File: config.mk
export PLATFORM = sky130hd
export DESIGN_NAME = irq_presenter
export DESIGN_NICKNAME = d
export VERILOG_FILES = /design/src/rtl/ipres_pkg.sv /design/src/rtl/ipres_dpath.sv /design/src/rtl/ipres_ctrl.sv /design/src/rtl/irq_presenter.sv
export SDC_FILE = /design/constraint.sdc
export NUM_CORES = 1
export LEC_CHECK = 0
export BUFFER_PORTS_ARGS = -buffer_cell sky130_fd_sc_hd__buf_2
export CAP_MARGIN = 40
export CORE_MARGIN = 3
export CORE_UTILIZATION = 45
export CTS_BUF_LIST = sky130_fd_sc_hd__clkbuf_16
export DETAILED_ROUTE_END_ITERATION = 7
export GPL_ROUTABILITY_DRIVEN = 0
export MAX_ROUTING_LAYER = met4
export PLACE_DENSITY = 0.75
export SLEW_MARGIN = 20
export SYNTH_ARGS = -nofsm -noshare
export SYNTH_HDL_FRONTEND = slang
export SYNTH_SLANG_ARGS = --single-unit
File: constraint.sdc
create_clock -name clk -period 8.7 [get_ports clk]
set_clock_uncertainty 0.15 [all_clocks]
set_input_delay 0.435 -clock clk [delete_from_list [all_inputs] [get_ports clk]]
set_output_delay 0.435 -clock clk [all_outputs]
set_load 0.005 [all_outputs]
File: src/rtl/ipres_pkg.sv
package ipres_pkg;
  localparam int PRIO_W = 8;
  localparam int SRC_W  = 24;
  localparam int WORD_W = PRIO_W + SRC_W;

  typedef enum logic [2:0] {
    OP_ACCEPT   = 3'd0,
    OP_SET_CPPR = 3'd1,
    OP_SET_MFRR = 3'd2,
    OP_EOI      = 3'd3,
    OP_POLL     = 3'd4
  } ipres_op_e;

  // One strobe per atomic state update, issued by the control to the datapath
  typedef struct packed {
    logic              accept;
    logic              poll;
    logic              raise;
    logic              lower;
    logic              mfrrSet;
    logic              deliver;
    logic [PRIO_W-1:0] prio;
    logic [SRC_W-1:0]  src;
  } ipres_strobe_t;
endpackage

File: src/rtl/ipres_dpath.sv
module ipres_dpath
  import ipres_pkg::*;
#(
  parameter logic [SRC_W-1:0] IPI_ID = 24'd2
) (
  input  logic              clk,
  input  logic              rst_n,
  input  ipres_strobe_t     stb,
  output logic [PRIO_W-1:0] cpprQ,
  output logic [PRIO_W-1:0] mfrrQ,
  output logic [SRC_W-1:0]  xisrQ,
  output logic              irqOut,
  output logic              dlvOk,
  output logic              rejFire,
  output logic [SRC_W-1:0]  rejId,
  output logic              rsndFire
);
  localparam logic [PRIO_W-1:0] NONE = '1;

  logic [PRIO_W-1:0] pendQ, cpprD, mfrrD, pendD;
  logic [SRC_W-1:0]  xisrD;
  logic              needRsndQ, needRsndD;
  logic              xisrIsSrc;

  assign xisrIsSrc = (xisrQ != '0) && (xisrQ != IPI_ID);
  assign rejId     = xisrQ;

  always_comb begin
    cpprD     = cpprQ;
    mfrrD     = mfrrQ;
    pendD     = pendQ;
    xisrD     = xisrQ;
    needRsndD = needRsndQ;
    rejFire   = 1'b0;
    rsndFire  = 1'b0;
    dlvOk     = 1'b0;
    if (stb.deliver) begin
      dlvOk = (cpprQ > stb.prio) && (mfrrQ > stb.prio) && (pendQ > stb.prio);
      if (dlvOk) begin
        rejFire = xisrIsSrc;
        xisrD   = stb.src;
        pendD   = stb.prio;
      end else begin
        needRsndD = 1'b1;
      end
    end else if (stb.accept) begin
      if (xisrQ != '0) begin
        cpprD = pendQ;
        pendD = NONE;
        xisrD = '0;
      end
    end else if (stb.raise) begin
      cpprD = stb.prio;
      if (stb.prio <= pendQ) begin
        rejFire = xisrIsSrc;
        xisrD   = '0;
        pendD   = NONE;
      end
    end else if (stb.lower) begin
      cpprD = stb.prio;
      if ((mfrrQ < stb.prio) && (mfrrQ <= pendQ)) begin
        rejFire = xisrIsSrc;
        pendD   = mfrrQ;
        xisrD   = IPI_ID;
      end
      rsndFire  = needRsndQ;
      needRsndD = 1'b0;
    end else if (stb.mfrrSet) begin
      mfrrD = stb.prio;
      if ((stb.prio < cpprQ) && (stb.prio <= pendQ)) begin
        rejFire = xisrIsSrc;
        pendD   = stb.prio;
        xisrD   = IPI_ID;
      end
      if ((stb.prio > mfrrQ) && (stb.prio > cpprQ)) begin
        rsndFire  = needRsndQ;
        needRsndD = 1'b0;
      end
    end
  end

  always_ff @(posedge clk) begin
    if (!rst_n) begin
      cpprQ     <= '0;
      mfrrQ     <= NONE;
      pendQ     <= NONE;
      xisrQ     <= '0;
      needRsndQ <= 1'b0;
    end else begin
      cpprQ     <= cpprD;
      mfrrQ     <= mfrrD;
      pendQ     <= pendD;
      xisrQ     <= xisrD;
      needRsndQ <= needRsndD;
    end
  end

  assign irqOut = (xisrQ != '0) && (pendQ < cpprQ);


  accept_clears_chk: assert property (@(posedge clk) disable iff (!rst_n)
    (stb.accept && xisrQ != '0) |=> (xisrQ == '0 && pendQ == NONE && cpprQ == $past(pendQ)));

  poll_stable_chk: assert property (@(posedge clk) disable iff (!rst_n)
    stb.poll |=> ($stable(cpprQ) && $stable(xisrQ) && $stable(mfrrQ) && $stable(pendQ) && $stable(needRsndQ)));

  deliver_load_chk: assert property (@(posedge clk) disable iff (!rst_n)
    (stb.deliver && dlvOk) |=> (xisrQ == $past(stb.src) && pendQ == $past(stb.prio)));
endmodule

File: src/rtl/ipres_ctrl.sv
module ipres_ctrl
  import ipres_pkg::*;
#(
  parameter logic [SRC_W-1:0] IPI_ID = 24'd2
) (
  input  logic              clk,
  input  logic              rst_n,
  input  logic              cmdValid,
  output logic              cmdReady,
  input  logic [2:0]        cmdOp,
  input  logic [WORD_W-1:0] cmdData,
  output logic              rspValid,
  output logic [WORD_W-1:0] rspWord,
  output logic [PRIO_W-1:0] rspMfrr,
  input  logic              dlvValid,
  output logic              dlvReady,
  input  logic [SRC_W-1:0]  dlvSrc,
  input  logic [PRIO_W-1:0] dlvPrio,
  output logic              dlvDone,
  output logic              dlvAcc,
  output logic              rejValid,
  input  logic              rejReady,
  output logic [SRC_W-1:0]  rejSrc,
  output logic              rsndValid,
  input  logic              rsndReady,
  output logic              ntfValid,
  input  logic              ntfReady,
  output logic [SRC_W-1:0]  ntfSrc,
  output ipres_strobe_t     stb,
  input  logic [PRIO_W-1:0] cpprQ,
  input  logic [PRIO_W-1:0] mfrrQ,
  input  logic [SRC_W-1:0]  xisrQ,
  input  logic              dlvOk,
  input  logic              rejFire,
  input  logic [SRC_W-1:0]  rejId,
  input  logic              rsndFire
);
  logic busy, cmdFire, dlvFire, ntfFire;
  logic [PRIO_W-1:0] lowByte, topByte;
  logic [SRC_W-1:0]  eoiSrc;

  assign busy     = rejValid || rsndValid || ntfValid;
  assign cmdReady = !busy;
  assign dlvReady = !busy && !cmdValid;
  assign cmdFire  = cmdValid && cmdReady;
  assign dlvFire  = dlvValid && dlvReady;
  assign lowByte  = cmdData[PRIO_W-1:0];
  assign topByte  = cmdData[WORD_W-1:SRC_W];
  assign eoiSrc   = cmdData[SRC_W-1:0];
  assign ntfFire  = cmdFire && (cmdOp == OP_EOI) && (eoiSrc != '0) && (eoiSrc != IPI_ID);

  always_comb begin
    stb = '0;
    if (cmdFire) begin
      stb.prio = lowByte;
      case (cmdOp)
        OP_ACCEPT:   stb.accept = 1'b1;
        OP_POLL:     stb.poll = 1'b1;
        OP_SET_MFRR: stb.mfrrSet = 1'b1;
        OP_SET_CPPR: begin
          stb.raise = (lowByte < cpprQ);
          stb.lower = (lowByte > cpprQ);
        end
        OP_EOI: begin
          stb.lower = 1'b1;
          stb.prio  = topByte;
        end
        default: ;
      endcase
    end else if (dlvFire) begin
      stb.deliver = 1'b1;
      stb.prio    = dlvPrio;
      stb.src     = dlvSrc;
    end
  end

  always_ff @(posedge clk) begin
    if (!rst_n) begin
      rspValid  <= 1'b0;
      rspWord   <= '0;
      rspMfrr   <= '0;
      dlvDone   <= 1'b0;
      dlvAcc    <= 1'b0;
      rejValid  <= 1'b0;
      rejSrc    <= '0;
      rsndValid <= 1'b0;
      ntfValid  <= 1'b0;
      ntfSrc    <= '0;
    end else begin
      rspValid <= cmdFire && ((cmdOp == OP_ACCEPT) || (cmdOp == OP_POLL));
      if (cmdFire) begin
        rspWord <= {cpprQ, xisrQ};
        rspMfrr <= mfrrQ;
      end
      dlvDone <= dlvFire && !cmdFire;
      dlvAcc  <= dlvOk;
      if (rejFire) begin
        rejValid <= 1'b1;
        rejSrc   <= rejId;
      end else if (rejReady) begin
        rejValid <= 1'b0;
      end
      if (rsndFire) rsndValid <= 1'b1;
      else if (rsndReady) rsndValid <= 1'b0;
      if (ntfFire) begin
        ntfValid <= 1'b1;
        ntfSrc   <= eoiSrc;
      end else if (ntfReady) begin
        ntfValid <= 1'b0;
      end
    end
  end


  rej_hold_chk: assert property (@(posedge clk) disable iff (!rst_n)
    (rejValid && !rejReady) |=> (rejValid && $stable(rejSrc)));

  ntf_hold_chk: assert property (@(posedge clk) disable iff (!rst_n)
    (ntfValid && !ntfReady) |=> (ntfValid && $stable(ntfSrc)));

  no_ipi_reject_chk: assert property (@(posedge clk) disable iff (!rst_n)
    rejValid |-> (rejSrc != IPI_ID));

  one_update_chk: assert property (@(posedge clk) disable iff (!rst_n)
    $onehot0({stb.accept, stb.poll, stb.raise, stb.lower, stb.mfrrSet, stb.deliver}));
endmodule

File: src/rtl/irq_presenter.sv
module irq_presenter
  import ipres_pkg::*;
#(
  parameter logic [SRC_W-1:0] IPI_ID = 24'd2
) (
  input  logic        clk,
  input  logic        rst_n,
  input  logic        cmdValid,
  output logic        cmdReady,
  input  logic [2:0]  cmdOp,
  input  logic [31:0] cmdData,
  output logic        rspValid,
  output logic [31:0] rspWord,
  output logic [7:0]  rspMfrr,
  input  logic        dlvValid,
  output logic        dlvReady,
  input  logic [23:0] dlvSrc,
  input  logic [7:0]  dlvPrio,
  output logic        dlvDone,
  output logic        dlvAcc,
  output logic        irqOut,
  output logic        rejValid,
  input  logic        rejReady,
  output logic [23:0] rejSrc,
  output logic        rsndValid,
  input  logic        rsndReady,
  output logic        ntfValid,
  input  logic        ntfReady,
  output logic [23:0] ntfSrc
);
  ipres_strobe_t     stb;
  logic [PRIO_W-1:0] cpprQ, mfrrQ;
  logic [SRC_W-1:0]  xisrQ, rejId;
  logic              dlvOk, rejFire, rsndFire;

  ipres_ctrl #(.IPI_ID(IPI_ID)) u_ctrl (
    .clk(clk), .rst_n(rst_n),
    .cmdValid(cmdValid), .cmdReady(cmdReady), .cmdOp(cmdOp), .cmdData(cmdData),
    .rspValid(rspValid), .rspWord(rspWord), .rspMfrr(rspMfrr),
    .dlvValid(dlvValid), .dlvReady(dlvReady), .dlvSrc(dlvSrc), .dlvPrio(dlvPrio),
    .dlvDone(dlvDone), .dlvAcc(dlvAcc),
    .rejValid(rejValid), .rejReady(rejReady), .rejSrc(rejSrc),
    .rsndValid(rsndValid), .rsndReady(rsndReady),
    .ntfValid(ntfValid), .ntfReady(ntfReady), .ntfSrc(ntfSrc),
    .stb(stb), .cpprQ(cpprQ), .mfrrQ(mfrrQ), .xisrQ(xisrQ),
    .dlvOk(dlvOk), .rejFire(rejFire), .rejId(rejId), .rsndFire(rsndFire)
  );

  ipres_dpath #(.IPI_ID(IPI_ID)) u_dpath (
    .clk(clk), .rst_n(rst_n), .stb(stb),
    .cpprQ(cpprQ), .mfrrQ(mfrrQ), .xisrQ(xisrQ), .irqOut(irqOut),
    .dlvOk(dlvOk), .rejFire(rejFire), .rejId(rejId), .rsndFire(rsndFire)
  );
endmodule

==> flow_summary_export.csv <==
group,metric,value,unit
clock_network,postCtsHoldBufs,0,
logic_synthesis,ys_seq_area_share,40.37,%
detailed_routing,ant_nets,0,
detailed_routing,drtIter0Drc,540,
final_layout,fill_cells,1381,
timing,setup_viol,0,
power,p_per_area,193.3,mW/mm^2
final_layout,multi_input_area,0.003950,sq mm
power,pwr-share-seq,41.1,%
timing,tightestPinTransition,0.8522,ns
timing,rsz0062_at_grt,"no",
die,dieArea,0.01730,sq mm
setup_path,crit_required,8.85,ns
logic_synthesis,synthFlopType,"dfxtp_1",
timing,period_share,55.63,%
power,vdd_ir_drop_max,0.1389,mV
detailed_routing,wire_per_inst,17.09,um
grt,grt_usage,23.40,%
power,p_int,1222,uW
final_layout,regArea,0.002863,sq mm
setup_path,worstPathArrival,4.99,ns
power,finalPower,1695,uW
setup_path,startpoint_type,"flop",
logic_synthesis,synth_edf_count,0,
grt,antenna_found_initial,0,
timing,hold_viol,0,
power,clkPwrFrac,41.5,%
clock_network,cts_tree,"yes",
timing,slew_headroom,42.75,%
grt,grt_max_degree,84,
clock_network,h-tree-depth,4,
clock_network,cts_setup_buffers,0,
grt,grt-busiest-layer,"met2",
die,initial_utilization,46.31,%
place,place_area,0.008192,sq mm
clock_network,cts_root_buf,"clkbuf_16",
timing,fin_ws,3.860,ns
place,hpwl,14520,um
detailed_routing,wirelength,20230,um
grt,use_met1,30.53,%
setup_path,cpMaxStageDelayCell,"nor4_2",
grt,met3_usage,4.594,%
logic_synthesis,synth_area_per_cell,8.755,sq um
grt,grt_pass1_wl,32190,um
grt,grt_use_met2,35.96,%
timing,post-route-min-period,4.840,ns
place,placedCellCount,1151,
power,power_switching,472.9,uW
clock_network,clk_latency,0.42,ns
clock_network,cts_buffer_depth,2,
logic_synthesis,synth_cell_types,53,
grt,grt_pass1_vias,6149,
setup_path,end_kind,"flop",
die,core_area,0.01531,sq mm
hold_path,min_path_cells,3,
setup_path,cp_num_buf_inv,2,
clock_network,ctsResizeCount,0,
clock_network,numCtsBuffers,17,
setup_path,cp.depth,15,
die,io_pins,171,
clock_network,path_clk_slew,0.06,ns
place,place_ws,3.824,ns
power,p_comb_share,17.4,%
final_layout,area_growth,23.64,%
final_layout,layout.cells.non_filler,1184,
logic_synthesis,ys_seq_elements,143,
detailed_routing,drc_errors,0,
setup_path,critical_path.max_fanout,20,
die,num_rows,45,
logic_synthesis,synth_nets,928,
timing,max_freq,206.6,MHz
final_layout,fin_nets,1078,
logic_synthesis,yosys_warnings,0,
detailed_routing,via_count,6423,
hold_path,hp-class,"input port to flop",
setup_path,cpMostUsedCell,"a21o_1",
setup_path,reg2reg_depth,15,
flow_run,cap_viol_max_count,0,
final_layout,drive_gt1_share,22.71,%
final_layout,n_antenna_cell,0,
power,switching_share,27.90,%
final_layout,design_area,0.008768,sq mm
setup_path,crit_type,"flop to flop",
setup_path,critPathTopFamily,"compound AO/OA/AOI/OAI gates",
setup_path,slowest_delay,0.60,ns
logic_synthesis,syn_inst,810,
detailed_routing,drt_pre_antenna_iters,5,
setup_path,cp_cell_sequence,"nor4_2 > and2_1 > nand2_1 > o21a_1 > inv_1 > ha_1 > a21o_1 > a21o_1 > a211o_1 > a211oi_1 > o2111ai_1 > o21ai_1 > nand3_2 > buf_12 > mux2_1",
power,p_leak,0.004247,uW
clock_network,clkSinkCount,143,
timing,drv_slew,0,
grt,grt-ovfl-total,0,
logic_synthesis,synthesis.area,0.007092,sq mm
logic_synthesis,synthArstFlopShare,0,%
die,die_x,131.5,um
detailed_routing,via_per_inst,5.425,
timing,fin_setup_tns,0,ns
die,die_h,131.5,um
place,port-buffer-count,170,
status,status,"completed",
sequential cells by signal, summed over array words and instances (netlist names):
register,flops
u_ctrl.rspWord,32
u_ctrl.ntfSrc,24
u_ctrl.rejSrc,24
u_dpath.rejId,24
u_ctrl.rspMfrr,8
u_dpath.cpprQ,8
u_dpath.mfrrQ,8
u_dpath.pendQ,8
u_ctrl.dlvAcc,1
u_ctrl.dlvDone,1
u_ctrl.ntfValid,1
u_ctrl.rejValid,1
u_ctrl.rsndValid,1
u_ctrl.rspValid,1
u_dpath.needRsndQ,1
kinds of logic after synthesis:
group | after synthesis | share of synthesized area, %
compound gates | 148 | 14.36
xor+xnor | 2 | 0.2470
fa+ha+maj | 46 | 8.045
buf+inv | 77 | 4.464
flops | 143 | 40.37
mux | 85 | 12.14
simple gates | 309 | 20.38
cells in the mapped netlist, types with 8 or more instances:
cell | instances | area (sq um)
a21o_1 | 12 | 90.09
mux2i_1 | 77 | 770.7
nor4_1 | 19 | 118.9
nand3_1 | 31 | 155.2
nor2_1 | 18 | 67.56
o21a_1 | 9 | 67.56
a21oi_1 | 16 | 80.08
nand4_1 | 9 | 56.30
nor3_1 | 10 | 50.05
dfxtp_1 | 143 | 2863
ha_1 | 44 | 550.5
o211ai_1 | 10 | 75.07
inv_1 | 27 | 101.4
nor2b_1 | 26 | 162.7
clkbuf_1 | 37 | 138.9
nand2_1 | 175 | 656.9
o21ai_0 | 26 | 130.1
mux2_1 | 8 | 90.09
a21boi_0 | 50 | 375.4
per-layer routing:
| metal | up-vias | wire length (um) |
|---|---|---|
| met2 | 233 | 9345 |
| met5 | - | 0 |
| li1 | 3136 | - |
| met1 | 3016 | 9103 |
| met3 | 38 | 1239 |
| met4 | 0 | 541 |
through the flow:
| step | hold slack [ns] | util [%] |
|---|---|---|
| floorplan | 0.2991 | - |
| global placement | 0.2949 | 52.69 |
| detailed placement | 0.3017 | 53.49 |
| CTS | 0.1057 | 57.22 |
| global route | 0.1254 | 57.25 |
| finish | 0.1213 | 57.25 |
placed cells by master, fill, tap and decap left out, drive strengths merged, types with 20 or more instances in the layout:
master	netlist	layout
buf	13	180
dfxtp	143	143
nand3	31	31
a21boi	52	52
nand2	175	175
nor4	20	20
o21ai	29	29
mux2i	77	77
ha	44	44
nor2b	26	26
inv	27	32
area by class of cell:
cell class	instances	share of cell area, %
multi-input cells	590	45.05
flip-flops and latches	143	32.65
repair buffers	181	11.62
clock buffers	17	4.852
well taps	211	3.011
clock inverters	15	1.670
inverters	27	1.156
power by group through the flow:
stage	Sequential, uW	Clock, uW	Combinational (uW)
after floorplan	707	0	193
after global placement	710	0	279
after detailed placement	711	0	290
after CTS	697	714	292
after global routing	700	739	325
final	698	703	295
final timing paths:
check	from	to	slack (ns)
setup / recovery	u_ctrl.rsndValid	u_dpath.pendQ[0]	3.86
hold / removal	dlvSrc[14]	u_dpath.rejId[14]	0.12
setup reg to reg	u_ctrl.rsndValid	u_dpath.pendQ[0]	3.86
hold reg to reg	u_ctrl.rspWord[28]	u_ctrl.rspWord[28]	0.31
worst min-delay path: stages:
cell	delay [ns]
buf_2	0.10
nand3_1	0.05
mux2i_1	0.05
Note: power is estimated with default switching activity, not from simulation.
